File: src/rtl/burst_pkg.sv
package burst_pkg;

   typedef enum logic [1:0] {
      ORD_PIN    = 2'd0,
      ORD_LINEAR = 2'd1,
      ORD_XOR    = 2'd2
   } order_cfg_e;

   typedef enum logic [1:0] {
      SRC_NONE = 2'd0,
      SRC_PROC = 2'd1,
      SRC_CTRL = 2'd2
   } strobe_src_e;

endpackage

File: src/rtl/burst_strobe_arb.sv
module burst_strobe_arb
   import burst_pkg::*;
(
   input  logic clk,
   input  logic rst_n,
   input  logic proc_stb_n,
   input  logic ctrl_stb_n,
   input  logic chip_en_n,
   output logic load
);

   strobe_src_e src;

   always_comb begin
      if (!proc_stb_n && !chip_en_n)
         src = SRC_PROC;
      else if (!ctrl_stb_n)
         src = SRC_CTRL;
      else
         src = SRC_NONE;
   end

   assign load = (src != SRC_NONE);

   assert_gated_proc_R4: assert property (@(posedge clk) disable iff (!rst_n)
      (chip_en_n && ctrl_stb_n) |-> !load);

   assert_proc_priority_R5: assert property (@(posedge clk) disable iff (!rst_n)
      (!proc_stb_n && !ctrl_stb_n && !chip_en_n) |-> (load && src == SRC_PROC));

   assert_ctrl_ungated_R2: assert property (@(posedge clk) disable iff (!rst_n)
      !ctrl_stb_n |-> load);

endmodule

File: src/rtl/burst_step_ctr.sv
module burst_step_ctr #(
   parameter int BURST_W = 2
) (
   input  logic               clk,
   input  logic               rst_n,
   input  logic               load,
   input  logic               adv_n,
   output logic [BURST_W-1:0] step
);

   localparam logic [BURST_W-1:0] ONE = {{(BURST_W-1){1'b0}}, 1'b1};

   always_ff @(posedge clk or negedge rst_n) begin
      if (!rst_n)
         step <= '0;
      else if (load)
         step <= '0;
      else if (!adv_n)
         step <= step + ONE;
   end

   assert_load_clears_R10: assert property (@(posedge clk) disable iff (!rst_n)
      load |=> (step == '0));

   assert_advance_wraps_R8: assert property (@(posedge clk) disable iff (!rst_n)
      (!load && !adv_n) |=> (step == $past(step) + ONE));

   assert_suspend_holds_R9: assert property (@(posedge clk) disable iff (!rst_n)
      (!load && adv_n) |=> $stable(step));

endmodule

File: src/rtl/burst_order_map.sv
module burst_order_map
   import burst_pkg::*;
#(
   parameter int         BURST_W   = 2,
   parameter order_cfg_e ORDER_CFG = ORD_PIN
) (
   input  logic [BURST_W-1:0] base,
   input  logic [BURST_W-1:0] step,
   input  logic               order_sel,
   output logic [BURST_W-1:0] low
);

   logic [BURST_W-1:0] lin_low;
   logic [BURST_W-1:0] xor_low;

   assign lin_low = base + step;

   for (genvar b = 0; b < BURST_W; b++) begin : g_xor_bit
      assign xor_low[b] = base[b] ^ step[b];
   end

   if (ORDER_CFG == ORD_LINEAR) begin : g_lin_only
      assign low = lin_low;
   end else if (ORDER_CFG == ORD_XOR) begin : g_xor_only
      assign low = xor_low;
   end else begin : g_pin_sel
      assign low = order_sel ? xor_low : lin_low;
   end

   always_comb begin
      if (step == '0)
         assert_first_is_base_R6: assert (low == base);
   end

endmodule

File: src/rtl/burst_addr_gen.sv
module burst_addr_gen
   import burst_pkg::*;
#(
   parameter int         ADDR_W    = 15,
   parameter int         BURST_W   = 2,
   parameter order_cfg_e ORDER_CFG = ORD_PIN
) (
   input  logic              clk,
   input  logic              rst_n,
   input  logic              proc_stb_n,
   input  logic              ctrl_stb_n,
   input  logic              chip_en_n,
   input  logic              adv_n,
   input  logic              order_sel,
   input  logic [ADDR_W-1:0] addr_in,
   output logic [ADDR_W-1:0] addr_out,
   output logic [BURST_W-1:0] burst_idx
);

   localparam int HI_W = ADDR_W - BURST_W;

   if (BURST_W < 1) begin : g_bad_burst
      $error("burst_addr_gen: BURST_W must be at least 1");
   end
   if (HI_W < 1) begin : g_bad_addr
      $error("burst_addr_gen: ADDR_W must exceed BURST_W");
   end

   logic               load;
   logic [HI_W-1:0]    hi_q;
   logic [BURST_W-1:0] base_q;
   logic [BURST_W-1:0] step;
   logic [BURST_W-1:0] low;

   burst_strobe_arb u_arb (
      .clk        (clk),
      .rst_n      (rst_n),
      .proc_stb_n (proc_stb_n),
      .ctrl_stb_n (ctrl_stb_n),
      .chip_en_n  (chip_en_n),
      .load       (load)
   );

   always_ff @(posedge clk or negedge rst_n) begin
      if (!rst_n) begin
         hi_q   <= '0;
         base_q <= '0;
      end else if (load) begin
         hi_q   <= addr_in[ADDR_W-1:BURST_W];
         base_q <= addr_in[BURST_W-1:0];
      end
   end

   burst_step_ctr #(.BURST_W(BURST_W)) u_ctr (
      .clk   (clk),
      .rst_n (rst_n),
      .load  (load),
      .adv_n (adv_n),
      .step  (step)
   );

   burst_order_map #(.BURST_W(BURST_W), .ORDER_CFG(ORDER_CFG)) u_map (
      .base      (base_q),
      .step      (step),
      .order_sel (order_sel),
      .low       (low)
   );

   assign addr_out  = {hi_q, low};
   assign burst_idx = step;

   assert_capture_full_R2: assert property (@(posedge clk) disable iff (!rst_n)
      load |=> (addr_out == $past(addr_in) && burst_idx == '0));

   assert_upper_hold_R11: assert property (@(posedge clk) disable iff (!rst_n)
      !load |=> $stable(addr_out[ADDR_W-1:BURST_W]));

   assert_restart_R12: assert property (@(posedge clk) disable iff (!rst_n)
      (load && burst_idx != '0) |=> (burst_idx == '0));

endmodule

File: config.mk
export PLATFORM = sky130hd
export DESIGN_NAME = burst_addr_gen
export DESIGN_NICKNAME = d
export VERILOG_FILES = /design/src/rtl/burst_pkg.sv /design/src/rtl/burst_strobe_arb.sv /design/src/rtl/burst_step_ctr.sv /design/src/rtl/burst_order_map.sv /design/src/rtl/burst_addr_gen.sv
export SDC_FILE = /design/constraint.sdc
export NUM_CORES = 1
export LEC_CHECK = 0
export ABC_AREA = 1
export BUFFER_PORTS_ARGS = -buffer_cell sky130_fd_sc_hd__buf_2
export CAP_MARGIN = 20
export CORE_ASPECT_RATIO = 1.25
export CORE_MARGIN = 2
export CORE_UTILIZATION = 46
export DETAILED_ROUTE_END_ITERATION = 7
export GPL_TIMING_DRIVEN = 0
export PLACE_DENSITY = 0.81
export RECOVER_POWER = 50
export SYNTH_ARGS = -nofsm -noshare
export SYNTH_HDL_FRONTEND = slang
export SYNTH_SLANG_ARGS = --single-unit
File: constraint.sdc
create_clock -name clk -period 2.6 [get_ports clk]
set_clock_uncertainty 0.2 [all_clocks]
set_input_delay 0.39 -clock clk [delete_from_list [all_inputs] [get_ports clk]]
set_output_delay 0.39 -clock clk [all_outputs]
set_load 0.02 [all_outputs]
# Yosys cells after proc, flatten, opt, wreduce, memory -nomap -nowiden
# Index checks and enable logic that the tools add are counted.
# Widths: inputs -> output; s select.
[totals]
ff_bits = 17
latch_bits = 0
ram_bits = 0
romBits = 0
inputBits = 22
out_inout_bits = 17
wordCells = 17
memories = 0
[op_classes]
n_addsub = 2
mul = 0
div = 0
order_cmp = 0
n_eq_ne = 1
shifts = 0
n_mux = 5
bitwise = 2
n_reduce_logical = 4
[ops]
columns = ["operator", "n"]
rows = [
  ["$mux 2", 5],
  ["$add 2x1->2 const B", 1],
  ["$add 2x2->2", 1],
  ["$logic_not 1->1", 2],
  ["$ne 2x1->1 const B", 1],
  ["$reduce_bool 2->1", 1],
  ["$xor 1x1->1", 2],
  ["$logic_and 1x1->1", 1],
]

# Logic depth before layout (Yosys ltp)
# Gate-level depths: netlist of the first run.
[depth]
ltp_word = 5
mapped_depth = 6
mapped_depth_nobuf = 6

# Modules after synthesis
# A second synthesis of the first run with hierarchy kept.
[unflattened]
cells_unflattened = 92
area_unflattened_um2 = 770.7
[modules_own_cells]
columns = ["mod", "instances", "cells_per_inst", "area_per_inst_um2"]
rows = [
  ["burst_addr_gen", 1, 64, 608.1],
  ["burst_step_ctr", 1, 12, 90.1],
  ["burst_order_map", 1, 15, 67.6],
  ["burst_strobe_arb", 1, 1, 5.0],
]

# Worst setup path before layout of the first run
# No wires, ideal clock.
[synth_timing]
path_type = "register -> output"
startpoint = "reg u_ctr.step[0]"
endpoint = "out addr_out[1]"
t_arrival_ns = 1.014
required_ns = 2.010
setup_slack_ns = 0.996
stages_incl_launch_ff = 7
path_cell_list = "dfrtp_1 -> ha_1 -> inv_1 -> nor2_1 -> nand3_1 -> nand2_1 -> inv_1"
[synth_between]
elab_chain_cells = 2
[synth_lines]
columns = ["item", "line_no", "rtl"]
rows = [
  ["start, declared", "burst_step_ctr.sv:8", "output logic [BURST_W-1:0] step"],
  ["start signal, assigned", "burst_step_ctr.sv:19", "step <= step + ONE;"],
  ["$add 2x2->2", "burst_order_map.sv:16", "assign lin_low = base + step;"],
  ["$mux 2", "burst_order_map.sv:27", "assign low = order_sel ? xor_low : lin_low;"],
  ["end, declared", "burst_addr_gen.sv:16", "output logic [ADDR_W-1:0] addr_out,"],
]
# Every way passes these cells.

# Worst setup path after layout of the first run
# Ends and elaborated chain as after synthesis.

==> impl_metrics.ini, run 1 <==
[synth]
synth_cells = 92
synth-seq-cells = 17
synth_fp_nets = 115
syn_area_um2 = 758
ys_warn_count = 0
synth_area_leaders = dfrtp_1 (56%), nand2_1 (25%), inv_1 (3.5%)
ys_types = 13
yosysTopAreaCellShare_pct = 56.1
yosys.area.top_type = dfrtp_1
synth_seq_area_share_pct = 56.1
avgSynthCellArea_um2 = 8.24

[worst_setup_path]
cp_common_cell = nand2_1
criticalPathCategory = reg -> out
worst-path-buf-inv = 2
path_max_fanout = 5
cp_slowest_stage_delay_ns = 0.43
slowest_stage = dfrtp_1
crit_family = flip-flops
arrival_ns = 1.33
critPathRequiredTime_ns = 2.01
worst_setup_path_end_kind = primary output
cp-start-kind = register
crit_chain = ha_1 > nand2_1 > nand3_1 > nand2_1 > inv_1 > buf_2

[sta]
setup-violations-final = 0
tightest_slew_ns = 0.890
fmax_mhz = 522
finalMaxSlewViolations = 0
finalHoldViolations = 0
slew_headroom_pct = 40.7
min_period_ns = 1.92
fin_setup_tns_ns = 0
rsz0062_at_grt = false
timing.final.crit_share_pct = 73.7

[run_status]
outcome = finished clean

[global_route]
grt_pass1_wl_um = 2530
grt.overflow.total = 0
antenna_found_initial = 0
grt_pass1_vias = 656
track_usage_pct = 18.1
grt_max_degree = 18

[floorplan]
coreArea_mm2 = 0.00156
rows = 16
start_util_pct = 48.6
ioPinCount = 39
fp.dieH_um = 49.4
dieArea_mm2 = 0.00199
fp.dieW_um = 40.3

[job]
maxCapViolCount = 0

[clock_tree]
cts_tree = built
post_cts_buffers = 0
cts_sinks = 17
htreeDepth = 1
cts_root_buffer = clkbuf_4
post_cts_resized = 0
path_clk_slew_ns = 0.10
clock_latency_ns = 0.28
ctsLongestPathBuffers = 2
cts_buffers = 3

[place]
dp_hpwl_um = 1220
gp_congestion = 0.633
port_buffers = 38

[power_and_ir_drop]
fin_total_pwr_mw = 0.568
ir_worst_vdd_mv = 0.309
p_leak_nw = 0.595
powerDensity_mw_per_mm2 = 580

[routing]
routedWlPerCell_um = 10.0
drt_iter0_markers = 9
ant_nets = 0
vias_per_cell = 4.46
drc = 0
vias = 682
wl_um = 1530
drtPass1Iterations = 4

[final_layout]
fill_cells = 154
area_growth_pct = 29.2
seq_area_um2 = 425
n_antenna_cell = 0
final_nets = 159
drive_gt1_share_pct = 31.9
multi_input_area_um2 = 262

[hold_path]
hold_path.class = in -> reg
[worst min-delay path: stages]
cell,delay [ns]
buf_2,0.07
nand2_1,0.04
nand2_1,0.05
[synthesized netlist by cell type]
| cell type | n |
|---|---|
| o21ai_4 | 1 |
| nor3_1 | 1 |
| buf_6 | 2 |
| nor2_4 | 1 |
| nand2_2 | 1 |
| nand3_1 | 2 |
| inv_2 | 1 |
| o21ai_0 | 1 |
| nor2_1 | 6 |
| inv_1 | 7 |
| dfrtp_1 | 17 |
| nand2_1 | 51 |
| ha_1 | 1 |
[sequential cells by signal (all words and copies together), names as in the netlist]
| name | flops |
|---|---|
| hi_q | 13 |
| base_q | 2 |
| u_ctr.step | 2 |
[power by group]
group / switching, mW / total, mW / internal (mW) / leakage [nW]
Sequential: 0.0137 / 0.302 / 0.288 / 0.208
Clock: 0.0793 / 0.136 / 0.0570 / 0.0177
Combinational: 0.0820 / 0.130 / 0.0479 / 0.369
[through the flow]
step	hold WS, ns	setup WS, ns	util (%)	std cells	area, um2
3_5_place_dp	0.128	0.994	62.2	148	971
2_1_floorplan	-0.106	0.996	-	92	758
6_report	0.0996	0.685	62.7	153	980
4_1_cts	0.0918	0.669	64.6	153	1010
3_3_place_gp	0.121	1.03	62.2	148	971
5_1_grt	0.0884	0.578	62.7	153	980
[per-layer routing]
metal | GRT usage (%) | vias to the layer above | wire length [um]
met5 | 0 | - | 0
met4 | 5.00 | 0 | 5
met3 | 2.74 | 2 | 72
met2 | 33.3 | 20 | 838
met1 | 19.8 | 299 | 615
li1 | - | 361 | -
[cell families (layout without fill, tap and decap cells)]
group | count (synthesis) | in the layout | synth area share [%]
buffers and inverters | 10 | 53 | 6.93
DFF | 17 | 17 | 56.1
AOI/OAI and AO/OA | 2 | 2 | 2.81
and+or+nand+nor | 62 | 62 | 32.5
adders and majority gates | 1 | 1 | 1.65
[path summary, 6_finish.rpt]
path / from / to / slack [ns] / depth (start not counted)
setup reg to reg: u_ctr.step[1] / u_ctr.step[1] / 1.60 / 4
hold / removal: addr_in[0] / base_q[0] / 0.1 / 3
setup / recovery: u_ctr.step[0] / addr_out[1] / 0.68 / 6
hold reg to reg: hi_q[0] / hi_q[0] / 0.28 / 2
min in group asynchronous: rst_n / hi_q[0] / 0.53 / 2
max in group asynchronous: rst_n / u_ctr.step[0] / 1.13 / 2
[layout by cell type (no fill, tap or decap)]
cell and n:
buf_2 36, dlygate4sd3_1 1, o21ai_0 2, inv_2 1, ha_1 1, nand2_1 51
nor2_1 7, buf_6 1, inv_1 7, nand2_2 1, nor3_1 1, nand3_1 2
clkinv_2 1, clkbuf_4 3, dfrtp_1 17, clkbuf_1 3
[area by class of cell]
type	count	area share, %
sequential	17	43.4
tap	18	2.30
inverter	8	3.07
timing repair buffer	39	20.2
clock buffer	3	2.30
clock inverter	1	0.511
multi-input combinational	65	26.7
buffer	2	1.53
[repair_timing]
item | CTS | global route
hold endpoints to repair | 17 | 0
setup endpoints to repair | 0 | 0
hold buffers | 1 | 0
Power figures use the tool's default switching activity.
==> run 2, diff against run 1 <==
Settings changed: CORE_UTILIZATION 46 to 43, PLACE_DENSITY 0.81 to 0.76.
Clock period 2.6 ns to 1.8 ns, I/O delays scaled along.
==> run 2 against run 1 <==
  * First-iteration DRC count fell by 33%
  * Global-route usage up 1.1 points
  * Die area is 6.3% higher
  * Routed wire length up 21%
  * Non-clock buffer count up 17
  * Power grew 52%
  * Critical path depth increased by 1
  * Final cell count increased by 11%
  * Clock-buffer cell count rose by 1
  * Worst hold slack worse by 0.098 ns
  * Critical path type unchanged
  * Largest power group unchanged
  * Highest routed layer unchanged
==> impl_metrics.ini, run 2 (synthesis gave the netlist of run 1 again) <==
[run_status]
outcome = finished clean

[sta]
timing.final.crit_share_pct = 96.9
fmax_mhz = 573
finalHoldViolations = 0
fin_setup_tns_ns = 0
finalMaxSlewViolations = 0
hold_slack_ns = 0.00171
tightest_slew_ns = 0.885
slew_headroom_pct = 41.0
setup-violations-final = 0
min_period_ns = 1.74
fin_ws_ns = 0.0558
rsz0062_at_grt = true

[routing]
wl_met3_um = 71
wl_met2_um = 1040
met1_length_um = 723
drtPass1Iterations = 4
drt_iter0_markers = 6
drc = 0
wl_um = 1860
vias = 761
vias_per_cell = 4.48
ant_nets = 0
top_layer = met4
routedWlPerCell_um = 10.9

[clock_tree]
cts_root_buffer = clkbuf_4
ctsLongestPathBuffers = 2
cts_sinks = 17
clock_latency_ns = 0.29
cts_tree = built
htreeDepth = 1
cts_buffers = 3
path_clk_slew_ns = 0.10

[job]
maxCapViolCount = 0

[power_and_ir_drop]
powerDensity_mw_per_mm2 = 748
p_leak_nw = 0.665
fin_total_pwr_mw = 0.863
ir_worst_vdd_mv = 0.607

[global_route]
track_usage_pct = 19.1
grt_pass1_vias = 716
antenna_found_initial = 0
grt_max_degree = 18
grt_pass1_wl_um = 3060
grt.overflow.total = 0

[final_layout]
largest_register_ffs = 13
layout_common_cells = nand2_1 (51), buf_2 (36), dfrtp_1 (17)
final_nets = 176
layoutNonFillerInstCount = 170
top_regs = hi_q (13), base_q (2), u_ctr.step (2)
area_growth_pct = 52.1
final_util_pct = 71.1
design_area_mm2 = 0.00115
n_antenna_cell = 0
layout_commonest_cell = nand2_1
fill_cells = 130
regMostFlops = hi_q
drive_gt1_share_pct = 31.6

[place]
dp_cells = 148
place_ws_ns = 0.309
dpl-instance-area_um2 = 971
gp_congestion = 0.655
port_buffers = 38
dp_hpwl_um = 1200

[floorplan]
start_util_pct = 46.8
coreArea_mm2 = 0.00162
fp.dieW_um = 41.6
fp.dieH_um = 51.0
ioPinCount = 39
dieArea_mm2 = 0.00212
rows = 16

[worst_setup_path]
ff2ff_path_depth = 5
slowest_stage = dfrtp_1
critPathRequiredTime_ns = 1.33
criticalPathCategory = reg -> out
r2r-end = u_ctr.step[0]
path_max_fanout = 2
crit_end = addr_out[1]
crit_chain = ha_2 > inv_1 > nor2_2 > nand3_1 > nand2_1 > inv_1 > buf_2
rrSetupSlack_ns = 0.61
cp-start-kind = register
critPathLaunch = base_q[0]
worst_setup_path_end_kind = primary output
cp_common_cell = inv_1
r2r_start = u_ctr.step[0]
cp_slowest_stage_delay_ns = 0.39
arrival_ns = 1.27

[hold_path]
hold_path.class = in -> reg
[run 2: critical path, delay by kind of cell, from the launching register on]
family        cells  cell delay [ns]
simple gates      3             0.15
fa+ha+maj         1             0.19
buf+inv           3             0.25
flops             1             0.39
[run 2: how the worst min path moves through the flow]
stage	startpoint	to	slack (ns)	cells past startpoint
floorplan	rst_n	base_q[0]	-0.23	0
global placement	rst_n	hi_q[9]	0.005	1
detailed placement	rst_n	hi_q[9]	0.007	1
CTS	addr_in[7]	hi_q[5]	0.005	3
global route	addr_in[7]	hi_q[5]	0.03	3
finish	addr_in[7]	hi_q[5]	0.002	3
[run 2: cell type report]
| type | count | area, um2 | share of cell area (%) |
|---|---|---|---|
| Buffer | 2 | 15.0 | 1.30 |
| Clock buffer | 4 | 26.3 | 2.28 |
| Inverter | 8 | 30.0 | 2.60 |
| Multi-Input combinational cell | 65 | 274 | 23.8 |
| Sequential cell | 17 | 425 | 36.9 |
| Tap cell | 18 | 22.5 | 1.95 |
| Timing Repair Buffer | 56 | 360 | 31.2 |
[run 2: repair_timing]
| action | 4_1_cts | 5_1_grt |
|---|---|---|
| pin swaps | 0 | 3 |
| resized for setup | 0 | 2 |
| hold buffers | 15 | 0 |
| endpoints found under the hold margin | 31 | 0 |
| buffers inserted | 1 | 2 |
| setup endpoints to repair | 1 | 1 |
[run 2: layer usage]
metal  up-vias  GRT usage (%)
li1        396              -
met1       342           21.4
met2        21           36.7
met3         2           2.47
met4         0           6.45
met5         -              0
[run 2: report_power, final]
part | leakage, nW | total, mW | internal [mW] | switching [mW]
Clock | 0.0150 | 0.202 | 0.0862 | 0.116
Sequential | 0.208 | 0.434 | 0.416 | 0.0180
Combinational | 0.442 | 0.227 | 0.0964 | 0.130
==> run 3, diff against run 2 <==
Settings changed: CORE_ASPECT_RATIO 1.25 to unset.
==> run 3 against run 2 <==
  * First-iteration DRC count rose by 17%
  * Clock power barely moved
  * Register-to-register slack improved by 0.13 ns
  * Die area fell by 0.11%
  * Critical path type unchanged
  * Largest power group unchanged
==> impl_metrics.ini, run 3 (synthesis gave the netlist of run 1 again) <==
[place]
dp_hpwl_um = 1220
dp_cells = 147
port_buffers = 38
place_ws_ns = 0.299
gp_congestion = 0.715

[final_layout]
layoutNonFillerInstCount = 168
layout_common_cells = nand2_1 (51), buf_2 (36), dfrtp_1 (17)
top_regs = hi_q (13), base_q (2), u_ctr.step (2)
largest_register_ffs = 13
n_antenna_cell = 0
drive_gt1_share_pct = 33.1
area_growth_pct = 54.6
regMostFlops = hi_q
layout_commonest_cell = nand2_1
final_nets = 175

[floorplan]
start_util_pct = 44.9
ioPinCount = 39
rows = 15
dieArea_mm2 = 0.00212
coreArea_mm2 = 0.00169
fp.dieW_um = 46.0
fp.dieH_um = 46.0

[power_and_ir_drop]
pwr-share-comb_pct = 26.7
fin_total_pwr_mw = 0.872
powerDensity_mw_per_mm2 = 744
swShare_pct = 31.2
ir_worst_vdd_mv = 0.454
p_clk_share_pct = 23.4
p_leak_nw = 0.673
power_frac_seq_pct = 49.9
p_int_mw = 0.600
switchingPower_mw = 0.272

[worst_setup_path]
slowest_stage = dfrtp_1
crit_family = flip-flops
rrSetupSlack_ns = 0.74
cp_common_cell = nand2_1
path_max_fanout = 2
criticalPathCategory = reg -> out
cp_slowest_stage_delay_ns = 0.39
worst-path-buf-inv = 2
worst_setup_path_end_kind = primary output
crit_chain = ha_2 > nand2_1 > nand3_1 > nand2_1 > inv_1 > buf_6
cp-start-kind = register
critPathRequiredTime_ns = 1.33
arrival_ns = 1.25

[sta]
finalMaxSlewViolations = 0
timing.final.crit_share_pct = 95.3
slew_headroom_pct = 39.4
fin_ws_ns = 0.0841
tightest_slew_ns = 0.909
fin_setup_tns_ns = 0
rsz0062_at_grt = true
setup-violations-final = 0
finalHoldViolations = 0
fmax_mhz = 583
min_period_ns = 1.72

[clock_tree]
ctsLongestPathBuffers = 2
cts_tree = built
htreeDepth = 1
cts_buffers = 3
path_clk_slew_ns = 0.10
cts_root_buffer = clkbuf_4
cts_sinks = 17
clock_latency_ns = 0.29

[routing]
drc = 0
vias = 761
vias_per_cell = 4.53
routedWlPerCell_um = 10.6
drt_iter0_markers = 7
wl_um = 1790
drtPass1Iterations = 4
ant_nets = 0

[run_status]
outcome = finished clean

[job]
maxCapViolCount = 0

[global_route]
grt_pass1_vias = 635
grt.overflow.total = 0
grt_pass1_wl_um = 2670
track_usage_pct = 17.9
antenna_found_initial = 0
grt_max_degree = 18

[hold_path]
hold_path.class = in -> reg
run 3: area by class of cell:
type                       instances  area [um2]
inverter                           8        30.0
multi-input combinational         65         283
clock buffer                       3        22.5
buffer                             2        22.5
tap                               17        21.3
fill                             142         517
sequential                        17         425
clock inverter                     1        5.00
timing repair buffer              55         363
run 3: per-layer routing:
metal	vias up	part of all wire, %	track usage (%)
met1	353	43	22.1
met2	13	54	30.3
met3	2	2.4	1.19
met5	-	0	0
met4	0	0.50	10.3
li1	393	-	-
run 3: worst min-delay path, cell delays in order:
cell and delay, ns:
buf_2 0.10, nor2_1 0.10, nor3_1 0.06
run 3: per-stage QoR:
step / hold slack [ns] / util [%] / area [um2]
finish: 0.0693 / 69.4 / 1170
global route: 0.104 / 69.4 / 1170
CTS: 0.0649 / 69.0 / 1160
detailed placement: 0.00736 / 57.4 / 970
global placement: 0.00580 / 57.4 / 970
floorplan: -0.226 / - / 758
run 3: power groups by stage:
stage          Sequential, mW  Clock [mW]  Combinational (mW)
6_report                0.435       0.204               0.233
5_1_grt                 0.439       0.225               0.256
4_1_cts                 0.434       0.209               0.229
3_5_place_dp            0.443           0               0.199
3_3_place_gp            0.442           0               0.193
2_1_floorplan           0.482           0              0.0765
run 3: what timing repair did:
| action | 4_1_cts | 5_1_grt |
|---|---|---|
| resized for setup | 0 | 4 |
| hold buffers | 16 | 0 |
| endpoints found under the setup margin | 1 | 1 |
| hold endpoints to repair | 32 | 0 |
| buffers inserted | 1 | 0 |
| gates cloned | 0 | 0 |
run 3: path summary, 6_finish.rpt:
check                           cells past startpoint          start            end
max in group asynchronous                           2          rst_n  u_ctr.step[1]
worst min-delay path                                3          adv_n  u_ctr.step[0]
worst min register to register                      2        hi_q[8]        hi_q[8]
worst max register to register                      5  u_ctr.step[0]  u_ctr.step[1]
worst max-delay path                                6  u_ctr.step[0]    addr_out[1]
min in group asynchronous                           2          rst_n  u_ctr.step[0]
